### config.mk
export PLATFORM = sky130hd
export DESIGN_NAME = lcd_row_mapper
export DESIGN_NICKNAME = d
export VERILOG_FILES = /design/src/rtl/lcd_row_map_pkg.sv /design/src/rtl/lcd_ofs_check.sv /design/src/rtl/lcd_row_wrap.sv /design/src/rtl/lcd_row_mapper.sv
export SDC_FILE = /design/constraint.sdc
export NUM_CORES = 1
export LEC_CHECK = 0
export ABC_AREA = 1
export BUFFER_PORTS_ARGS = -buffer_cell sky130_fd_sc_hd__buf_2
export CAP_MARGIN = 30
export CORE_MARGIN = 2
export CORE_UTILIZATION = 23
export CTS_CLUSTER_SIZE = 24
export DETAILED_ROUTE_END_ITERATION = 8
export PLACE_DENSITY = 0.49
export SKIP_CTS_REPAIR_TIMING = 1
export SYNTH_ARGS = -nofsm -noshare
export SYNTH_HDL_FRONTEND = slang
export SYNTH_SLANG_ARGS = --single-unit
### constraint.sdc
create_clock -name clk -period 4.1 [get_ports clk]
set_input_delay 0.205 -clock clk [delete_from_list [all_inputs] [get_ports clk]]
set_output_delay 0.205 -clock clk [all_outputs]
set_load 0.01 [all_outputs]
### src/rtl/lcd_row_map_pkg.sv
package lcd_row_map_pkg;

    localparam int ROW_W = 7;
    localparam int SUM_W = ROW_W + 1;

    typedef enum logic [1:0] {
        MUX33 = 2'b00,
        MUX49 = 2'b01,
        MUX65 = 2'b10,
        MUX81 = 2'b11
    } mux_rate_e;

    typedef struct packed {
        logic [ROW_W-1:0] row;
        logic             icon;
        logic             err;
    } row_map_t;

    // Lines per frame for a given rate
    function automatic logic [ROW_W-1:0] mux_lines(input mux_rate_e m);
        case (m)
            MUX33:   return ROW_W'(33);
            MUX49:   return ROW_W'(49);
            MUX65:   return ROW_W'(65);
            default: return ROW_W'(81);
        endcase
    endfunction

    // Fixed driver used by the icon line, mirroring off
    function automatic logic [ROW_W-1:0] icon_driver(input mux_rate_e m);
        case (m)
            MUX33:   return ROW_W'(56);
            MUX49:   return ROW_W'(64);
            MUX65:   return ROW_W'(72);
            default: return ROW_W'(80);
        endcase
    endfunction

endpackage

### src/rtl/lcd_ofs_check.sv
module lcd_ofs_check
    import lcd_row_map_pkg::*;
#(
    parameter int W = ROW_W
) (
    input  logic [W-1:0] lines,
    input  logic         icon_mode,
    input  logic [W-1:0] ofs,
    output logic [W-1:0] span,
    output logic [W-1:0] ofs_eff,
    output logic         err
);
    // Number of lines that take part in scrolling
    always_comb begin
        span    = icon_mode ? (lines - W'(1)) : lines;
        err     = (ofs >= span);
        ofs_eff = err ? '0 : ofs;
    end
endmodule

### src/rtl/lcd_row_wrap.sv
module lcd_row_wrap
    import lcd_row_map_pkg::*;
#(
    parameter int W = ROW_W
) (
    input  logic [W-1:0] line_idx,
    input  logic [W-1:0] ofs_eff,
    input  logic [W-1:0] span,
    output logic [W-1:0] row
);
    localparam int SW = W + 1;
    logic [SW-1:0] sum;
    logic [SW-1:0] diff;

    // Both operands are below span, so one subtraction is enough
    always_comb begin
        sum  = SW'(line_idx) + SW'(ofs_eff);
        diff = sum - SW'(span);
        row  = (sum >= SW'(span)) ? diff[W-1:0] : sum[W-1:0];
    end

    always_comb begin
        if (line_idx < span && ofs_eff < span)
            p_wrap_bound_r2: assert (row < span);
    end
endmodule

### src/rtl/lcd_row_mapper.sv
module lcd_row_mapper
    import lcd_row_map_pkg::*;
#(
    parameter int W = ROW_W
) (
    input  logic         clk,
    input  logic         rst,
    input  logic [1:0]   mux_sel,
    input  logic         icon_mode,
    input  logic [W-1:0] scroll_ofs,
    input  logic [W-1:0] scan_line,
    output logic [W-1:0] row_drv,
    output logic         icon_row,
    output logic         ofs_err
);
    mux_rate_e    rate;
    logic [W-1:0] lines;
    logic [W-1:0] span;
    logic [W-1:0] ofs_eff;
    logic         err_c;
    logic [W-1:0] wrapped;
    logic         is_icon;
    logic         beyond;
    row_map_t     nxt;
    row_map_t     cur;

    always_comb begin
        rate  = mux_rate_e'(mux_sel);
        lines = W'(mux_lines(rate));
    end

    lcd_ofs_check #(.W(W)) u_chk (
        .lines     (lines),
        .icon_mode (icon_mode),
        .ofs       (scroll_ofs),
        .span      (span),
        .ofs_eff   (ofs_eff),
        .err       (err_c)
    );

    lcd_row_wrap #(.W(W)) u_wrap (
        .line_idx (scan_line),
        .ofs_eff  (ofs_eff),
        .span     (span),
        .row      (wrapped)
    );

    always_comb begin
        beyond  = (scan_line >= lines);
        is_icon = icon_mode && (scan_line == lines - W'(1));
        nxt.err = err_c;
        if (beyond) begin
            nxt.row  = '0;
            nxt.icon = 1'b0;
        end else if (is_icon) begin
            nxt.row  = W'(icon_driver(rate));
            nxt.icon = 1'b1;
        end else begin
            nxt.row  = wrapped;
            nxt.icon = 1'b0;
        end
    end

    always_ff @(posedge clk) begin
        if (rst) cur <= '0;
        else     cur <= nxt;
    end

    assign row_drv  = cur.row;
    assign icon_row = cur.icon;
    assign ofs_err  = cur.err;

    p_reset_clear_r8: assert property (@(posedge clk)
        rst |=> (row_drv == '0 && !icon_row && !ofs_err));

    p_icon_fixed_r4: assert property (@(posedge clk) disable iff (rst)
        (icon_row && !$past(rst)) |->
            (row_drv == W'(56) + W'(8) * W'($past(mux_sel))));

    p_icon_only_mode_r4: assert property (@(posedge clk) disable iff (rst)
        (icon_row && !$past(rst)) |-> $past(icon_mode));

    p_beyond_zero_r6: assert property (@(posedge clk) disable iff (rst)
        (!$past(rst) && $past(beyond)) |-> (row_drv == '0 && !icon_row));

    p_err_as_zero_r5: assert property (@(posedge clk) disable iff (rst)
        (!$past(rst) && ofs_err && !icon_row && $past(scan_line) == '0)
            |-> (row_drv == '0));

    p_graphic_bound_r3: assert property (@(posedge clk) disable iff (rst)
        (!$past(rst) && !icon_row) |-> (row_drv < $past(span) || row_drv == '0));
endmodule

==> results.txt, run 1 <==
- Across the whole layout, storage elements account for 180 sq um.
- For this run, the slowest stage of the critical path takes 430 ps.
- After layout, the worst path uses 88.8% of the clock period.
- Overall power consumption: 489 uW
- Number of placed cells counting well taps: 283
* Floorplan die height: 76.4 microns
- The share of synthesized area in the top cell type comes to 24.9%.
- The share of total power dissipated in the clock network is 20.8%.
* Final worst path period need: 3640 ps
- Number of global-route vias before repair: 1087
* Cts bufs inserted: 3
- For this run the aggregate overflow at the end of global routing stands at 0.
- Based on the critical path, the design can be clocked at up to 275 MHz.
- Measured against its own limit, the worst slew margin works out to 75.2%.
- Average cell area after synthesis: 6.56 sq um
* Switching power total: 206 uW
- Number of setup violations in the final report: 0
- The first TritonRoute pass finished after 4 iterations.
* Ratio of routed vias to standard cells: 4.13
* Most used flip-flop cell after synthesis: sky130_fd_sc_hd__dfxtp_1
- Summing all multi-input logic gate instances after layout gives 880 sq um.
- Combinational logic is responsible for 57.7% of the overall power.
- Count of nets after finishing: 262
- Once the floorplan was initialized, standard cells occupied 23.8% of the core.
* Fraction of power spent switching nets: 42.1%
* Post-Route WL: 2700 microns
- Power spread over the standard cell area amounts to 327 nW/um^2.
- Critical path fanouts, max: 12
- By startpoint and endpoint, the worst setup path is classified as in2reg.
- Detailed placement ended at an HPWL of 2430 microns.
* Synthesis warning total: 0
- Initial antenna violation count: 0
- Setup repair after global routing left no endpoint under its margin.
- The congestion estimate from routability-driven global placement came to 0.872.
- In this run the remaining antenna-violating nets after routing total 0.
* CTS Sinks: 9
- Post-synthesis cell count: 184
- Max-cap violations in this run came to 0.
- DRC violations left: 0
* Count of final hold-check violations: 0
* Post-synth design cell area: 1210 sq um
- Antenna diode count: 0
- The floorplan step set the die width to 76.4 microns.
* Cell repeated most along the worst path: sky130_fd_sc_hd__nand2_1
- In the synthesized netlist the async set-or-reset flop fraction comes to 0%.
- Internal power comes to 283 uW.
- Counting along the longest clock path gives a buffer depth of 2.
- After synthesis, flip-flops and latches occupy 14.9% of the total area.
* Post-synthesis net count: 228
- Sequential cells account for 21.5% of the total power.
- Worst supply voltage drop on vdd: 0.131 mV
- CTS tree: yes
- Global routing used 9.41% of the available tracks.
- Buffers placed on the I/O ports in this run total 27.
* Filler-free cell count of the finished design: 287
- Layout cells sized above 1: 22.1%
- Wire length of the first global-routing pass: 4560 microns
- In this run the number of H-tree levels came out at 1.
- Summed negative setup slack over all endpoints: 0 ps
* Top post-synthesis cells by area: sky130_fd_sc_hd__ha_1 (25%), sky130_fd_sc_hd__dfxtp_1 (15%), sky130_fd_sc_hd__nand2_1 (13%)
- The first routing iteration left 29 violations.
- The die covers 5840 sq um.
- Walking the worst path, the cells encountered are buf_2, inv_1, ha_1, o21bai_2, ha_1, a21oi_1, o21ai_1, nor2_1, ha_1, inv_1, fa_1, o31ai_2, xor2_1, inv_2, ha_1, nand2_1, inv_1, nand2_1, nand2_1, nand2_1, nand2_2, nand3_1, nand3_1, nand2_1.
- Maximum number of pins on one net before global-route repair: 13
* EDFF count, synth: 0
- At the worst endpoint, the arrival time is 3770 ps.
- Root buffer selected by CTS: sky130_fd_sc_hd__clkbuf_8
- Pin placement for this block handled 28 I/O pins.
- For this design the static power due to leakage is 0.000870 uW.
- Class of the tightest hold or removal check: in2reg
- Critical Path End Type: register
- Compared with the post-synthesis result, the final layout area differs by 24.1%.
* Critical Path Slowest Stage Cell: sky130_fd_sc_hd__fa_1
* Total via count in the routed design: 1184
- Reg clk slew, reported paths: 50 ps
- Cell taking the most area after synthesis: sky130_fd_sc_hd__ha_1
- The worst setup path is launched from a primary input.
- Unique cell type count in the Yosys netlist: 26
* Dominant cell by count in the synthesized netlist: sky130_fd_sc_hd__nand2_1
- Slew Limit Fails: 0
* Synth Register Bits: 9
- The total area inside the core boundary comes to 5070 sq um.
- The floorplan has 26 rows.
* Top post-synthesis cells by count: sky130_fd_sc_hd__nand2_1 (43), sky130_fd_sc_hd__inv_1 (35), sky130_fd_sc_hd__ha_1 (24), sky130_fd_sc_hd__nor2_1 (21), sky130_fd_sc_hd__nand3_1 (13)
* Data required, critical path: 4220 ps
- Routed length per placed instance: 9.42 microns
* Slew at the pin closest to its max-slew limit: 368 ps
- The filler cells instantiated in the layout total 581.
- Outcome: finished clean
per-layer routing:
| layer | vias up | wire (microns) | track usage [%] |
|---|---|---|---|
| li1 | 643 | - | - |
| met1 | 520 | 1260 | 11.6 |
| met2 | 19 | 1330 | 17.3 |
| met3 | 2 | 104 | 1.30 |
| met4 | 0 | 14 | 2.18 |
| met5 | - | 0 | 0 |
layout by cell type (no fill, tap or decap), types with 2 or more instances in the layout:
cell type	count
sky130_fd_sc_hd__o21ai_1	2
sky130_fd_sc_hd__nand2_2	2
sky130_fd_sc_hd__xnor2_1	2
sky130_fd_sc_hd__nor2_1	20
sky130_fd_sc_hd__xor2_1	2
sky130_fd_sc_hd__buf_2	27
sky130_fd_sc_hd__inv_1	35
sky130_fd_sc_hd__a21oi_1	10
sky130_fd_sc_hd__buf_4	3
sky130_fd_sc_hd__dfxtp_1	9
sky130_fd_sc_hd__nand2_1	43
sky130_fd_sc_hd__nand3_1	13
sky130_fd_sc_hd__inv_2	4
sky130_fd_sc_hd__clkbuf_8	3
sky130_fd_sc_hd__o21ai_2	2
sky130_fd_sc_hd__a21o_1	3
sky130_fd_sc_hd__ha_1	24
state kept, by name, summed over array words and instances (netlist names):
signal,flops
icon_row,1
row_drv,7
ofs_err,1
final timing paths:
path | from | endpoint | depth (start not counted)
hold / removal | rst | ofs_err$_SDFF_PP0_ | 4
setup / recovery | mux_sel[0] | row_drv[6]$_SDFF_PP0_ | 24
power groups by stage:
stage | Clock [uW] | Sequential, uW | Combinational (uW)
floorplan | 0 | 116 | 211
global placement | 0 | 107 | 285
detailed placement | 0 | 107 | 282
CTS | 106 | 106 | 285
global route | 108 | 106 | 323
finish | 102 | 105 | 282
cell type report:
type	count	share of cell area, %
multi-input combinational	135	58.8
sequential	9	12.0
timing repair buffer	30	10.5
inverter	39	9.78
tap	70	5.85
clock buffer	4	3.01
through the flow:
stage	area (sq um)	worst slack (ps)	util, %	hold slack, ps
finish	1500	457	29.5	226
global route	1500	8.79	29.5	295
global placement	1440	71.4	28.4	460
CTS	1490	309	29.3	219
floorplan	1210	544	-	340
detailed placement	1440	64.7	28.4	464
critical path: cells and delay by family:
family | cells | cell delay (ps)
XOR/XNOR | 1 | 200
AND/OR/NAND/NOR | 9 | 810
adder cells (fa/ha/maj) | 5 | 1450
AO/OA/AOI/OAI | 4 | 710
buffers and inverters | 5 | 390
logic make-up (layout without fill, tap and decap cells):
family,after synthesis,count (layout),share of synthesized area [%]
AOI/OAI and AO/OA,21,21,10.9
adders and majority gates,25,25,26.6
and+or+nand+nor,85,85,31.6
xor gates and xnor gates,4,4,2.91
DFF,9,9,14.9
buffers and inverters,40,73,13.1
Power figures use the tool's default switching activity.
==> inputs of run 2 (changes only) <==
CELL_PAD_IN_SITES_DETAIL_PLACEMENT = 0   (was unset)
CELL_PAD_IN_SITES_GLOBAL_PLACEMENT = 1   (was unset)
PLACE_DENSITY = 0.62   (was 0.49)
==> run 2 against run 1 <==
  * Clock-buffer cell count stayed put
  * Cell area is 0.50% higher
  * Sequential power hardly changed
  * Power is 2.6% higher
  * First-iteration DRC count is 28% higher
  * Hold slack worse by 17 ps
  * Setup slack worse by 94 ps
  * Combinational power is 4% higher
  * Flip-flop and latch count stayed put
  * Via count is 2.9% higher
  * Die area stayed put
==> results.txt, run 2 (synthesis gave the netlist of run 1 again) <==
- The port buffer count is 27 (unchanged).
* IO Count: 28 (unchanged)
- STA classifies the critical path startpoint as a primary input.
- CTS tree: yes
- Total via count in the routed design: 1218 (+2.9%)
- Highest-count cells in the layout ignoring fill and taps: sky130_fd_sc_hd__nand2_1 (43), sky130_fd_sc_hd__inv_1 (35), sky130_fd_sc_hd__buf_2 (27)
* Worst supply voltage drop on vdd: 0.0893 mV (-32%)
- Period utilisation layout: 91.1% (+2.3 points)
- The x dimension of the die was 76.4 microns (unchanged).
* Row cnt: 26 (unchanged)
- Outcome: finished clean
* Final standard cell utilization of the core: 29.6% (+0.15 points)
* Final worst path period need: 3740 ps (+94.1 ps)
* Root buffer selected by CTS: sky130_fd_sc_hd__clkbuf_8
* Overall Global Routing Usage: 10.6% (+1.2 points)
* Count of nets after finishing: 263 (+0.38%)
- Crit-path leading delay family: adder cells
- The core outline area came to 5070 sq um (unchanged).
* Count of final hold-check violations: 0 (unchanged)
* Wire length of the first global-routing pass: 5070 microns (+11%)
- The leftover overflow at the end of global routing was 0 (unchanged).
* Layout cells sized above 1: 22.5% (+0.36 points)
- Max incr delay on CP: 400 ps (-30 ps)
* PwrDens: 334 nW/um^2 (+2.1%)
- The count of antenna-violating nets left after detailed routing came to 0 (unchanged).
- Die Footprint: 5840 sq um (unchanged)
- H-Tree Depth: 1 (unchanged)
- Initial antenna violation count: 0 (unchanged)
- Detailed placer's ending HPWL: 2510 microns (+3.4%)
- Number of setup violations in the final report: 0 (unchanged)
- Data required, critical path: 4230 ps (about the same)
- The pin count of the biggest net entering global routing is 13 (unchanged).
* Critical Path End Type: register
- Critical Path Slowest Stage Cell: sky130_fd_sc_hd__fa_1
* Antenna diode count: 0 (unchanged)
- Cell repeated most along the worst path: sky130_fd_sc_hd__nand2_1
- The number of vias per cell after detailed routing is 4.23 (+2.5%).
* Slew Limit Headroom: 73.9% (-1.4 points)
- The number of max-capacitance violations reported came to 0 (unchanged).
- The count of pins over their slew limit is 0 (unchanged).
- CTS Sinks: 9 (unchanged)
- The via count of the first global-routing pass came to 1182 (+8.7%).
- The library cell used most frequently in the layout, excluding fill and tap cells, is sky130_fd_sc_hd__nand2_1.
- The path class of the tightest hold or removal check is in2reg.
- The clock-pin slew of the registers on the worst-case setup and hold paths came to 50 ps (about the same).
- The top achievable clock speed was 268 MHz (-2.5%).
- Setup CP Type: in2reg
- The DRC violation count after routing came to 0 (unchanged).
- The standby leakage power came to 0.000875 uW (+0.54%).
- Final RePlAce weighted congestion: 0.841 (-3.6%)
* Cts bufs inserted: 3 (unchanged)
- Critical path arrival: 3860 ps (+90 ps)
* Buffers from clock root to sink, at most: 2 (unchanged)
* Slew at the pin closest to its max-slew limit: 388 ps (+20.2 ps)
* Synthesis-to-finish area growth: 24.7%
* 1st-iter DRT viols: 37 (+28%)
- The overall power of the completed layout was 502 uW (+2.6%).
- The flip-flop count of the largest register after layout was 7 (unchanged).
* Routed length per placed instance: 9.89 microns (+5.0%)
* Number of buffer and inverter stages on the critical path: 6 (+1)
* Starting density of the core: 23.8% (unchanged)
- The accumulated negative setup slack was 0 ps (unchanged).
- The total wirelength of the detailed-routed design is 2850 microns (+5.3%).
* Critical path fanouts, max: 12 (unchanged)
- The vertical die dimension was 76.4 microns (unchanged).
- Length of the first detailed-routing pass in iterations: 4 (unchanged)
-- run 2: final cells by class --
| class | instances | area [sq um] |
|---|---|---|
| Inverter | 39 | 146 |
| Clock buffer | 4 | 45.0 |
| Timing Repair Buffer | 31 | 165 |
| Fill cell | 587 | 3570 |
| Sequential cell | 9 | 180 |
| Tap cell | 70 | 87.6 |
| Multi-Input combinational cell | 135 | 880 |
-- run 2: report_power, final --
group / internal, uW / switching (uW)
clock: 67.9 / 36.2
combinational: 118 / 174
sequential: 103 / 2.77
-- run 2: worst paths after layout --
| path | slack (ps) | startpoint | endpoint | cells past startpoint |
|---|---|---|---|---|
| max | 360 | mux_sel[0] | row_drv[6]$_SDFF_PP0_ | 25 |
| min | 210 | rst | ofs_err$_SDFF_PP0_ | 4 |
-- run 2: layer usage --
| layer | global-route usage (%) | share of wire, % |
|---|---|---|
| met1 | 13.4 | 47 |
| met2 | 18.5 | 47 |
| met3 | 1.42 | 4.4 |
| met4 | 3.82 | 1.5 |
| met5 | 0 | 0 |
-- run 2: metrics by stage --
stage | instance area (sq um) | hold slack, ps | setup WS, ps | std cells
floorplan | 1210 | 340 | 544 | 184
global placement | 1450 | 450 | 52.9 | 284
CTS | 1490 | 208 | 215 | 288
finish | 1500 | 209 | 363 | 288
detailed placement | 1450 | 455 | -35.4 | 284
global route | 1500 | 251 | -19.5 | 288
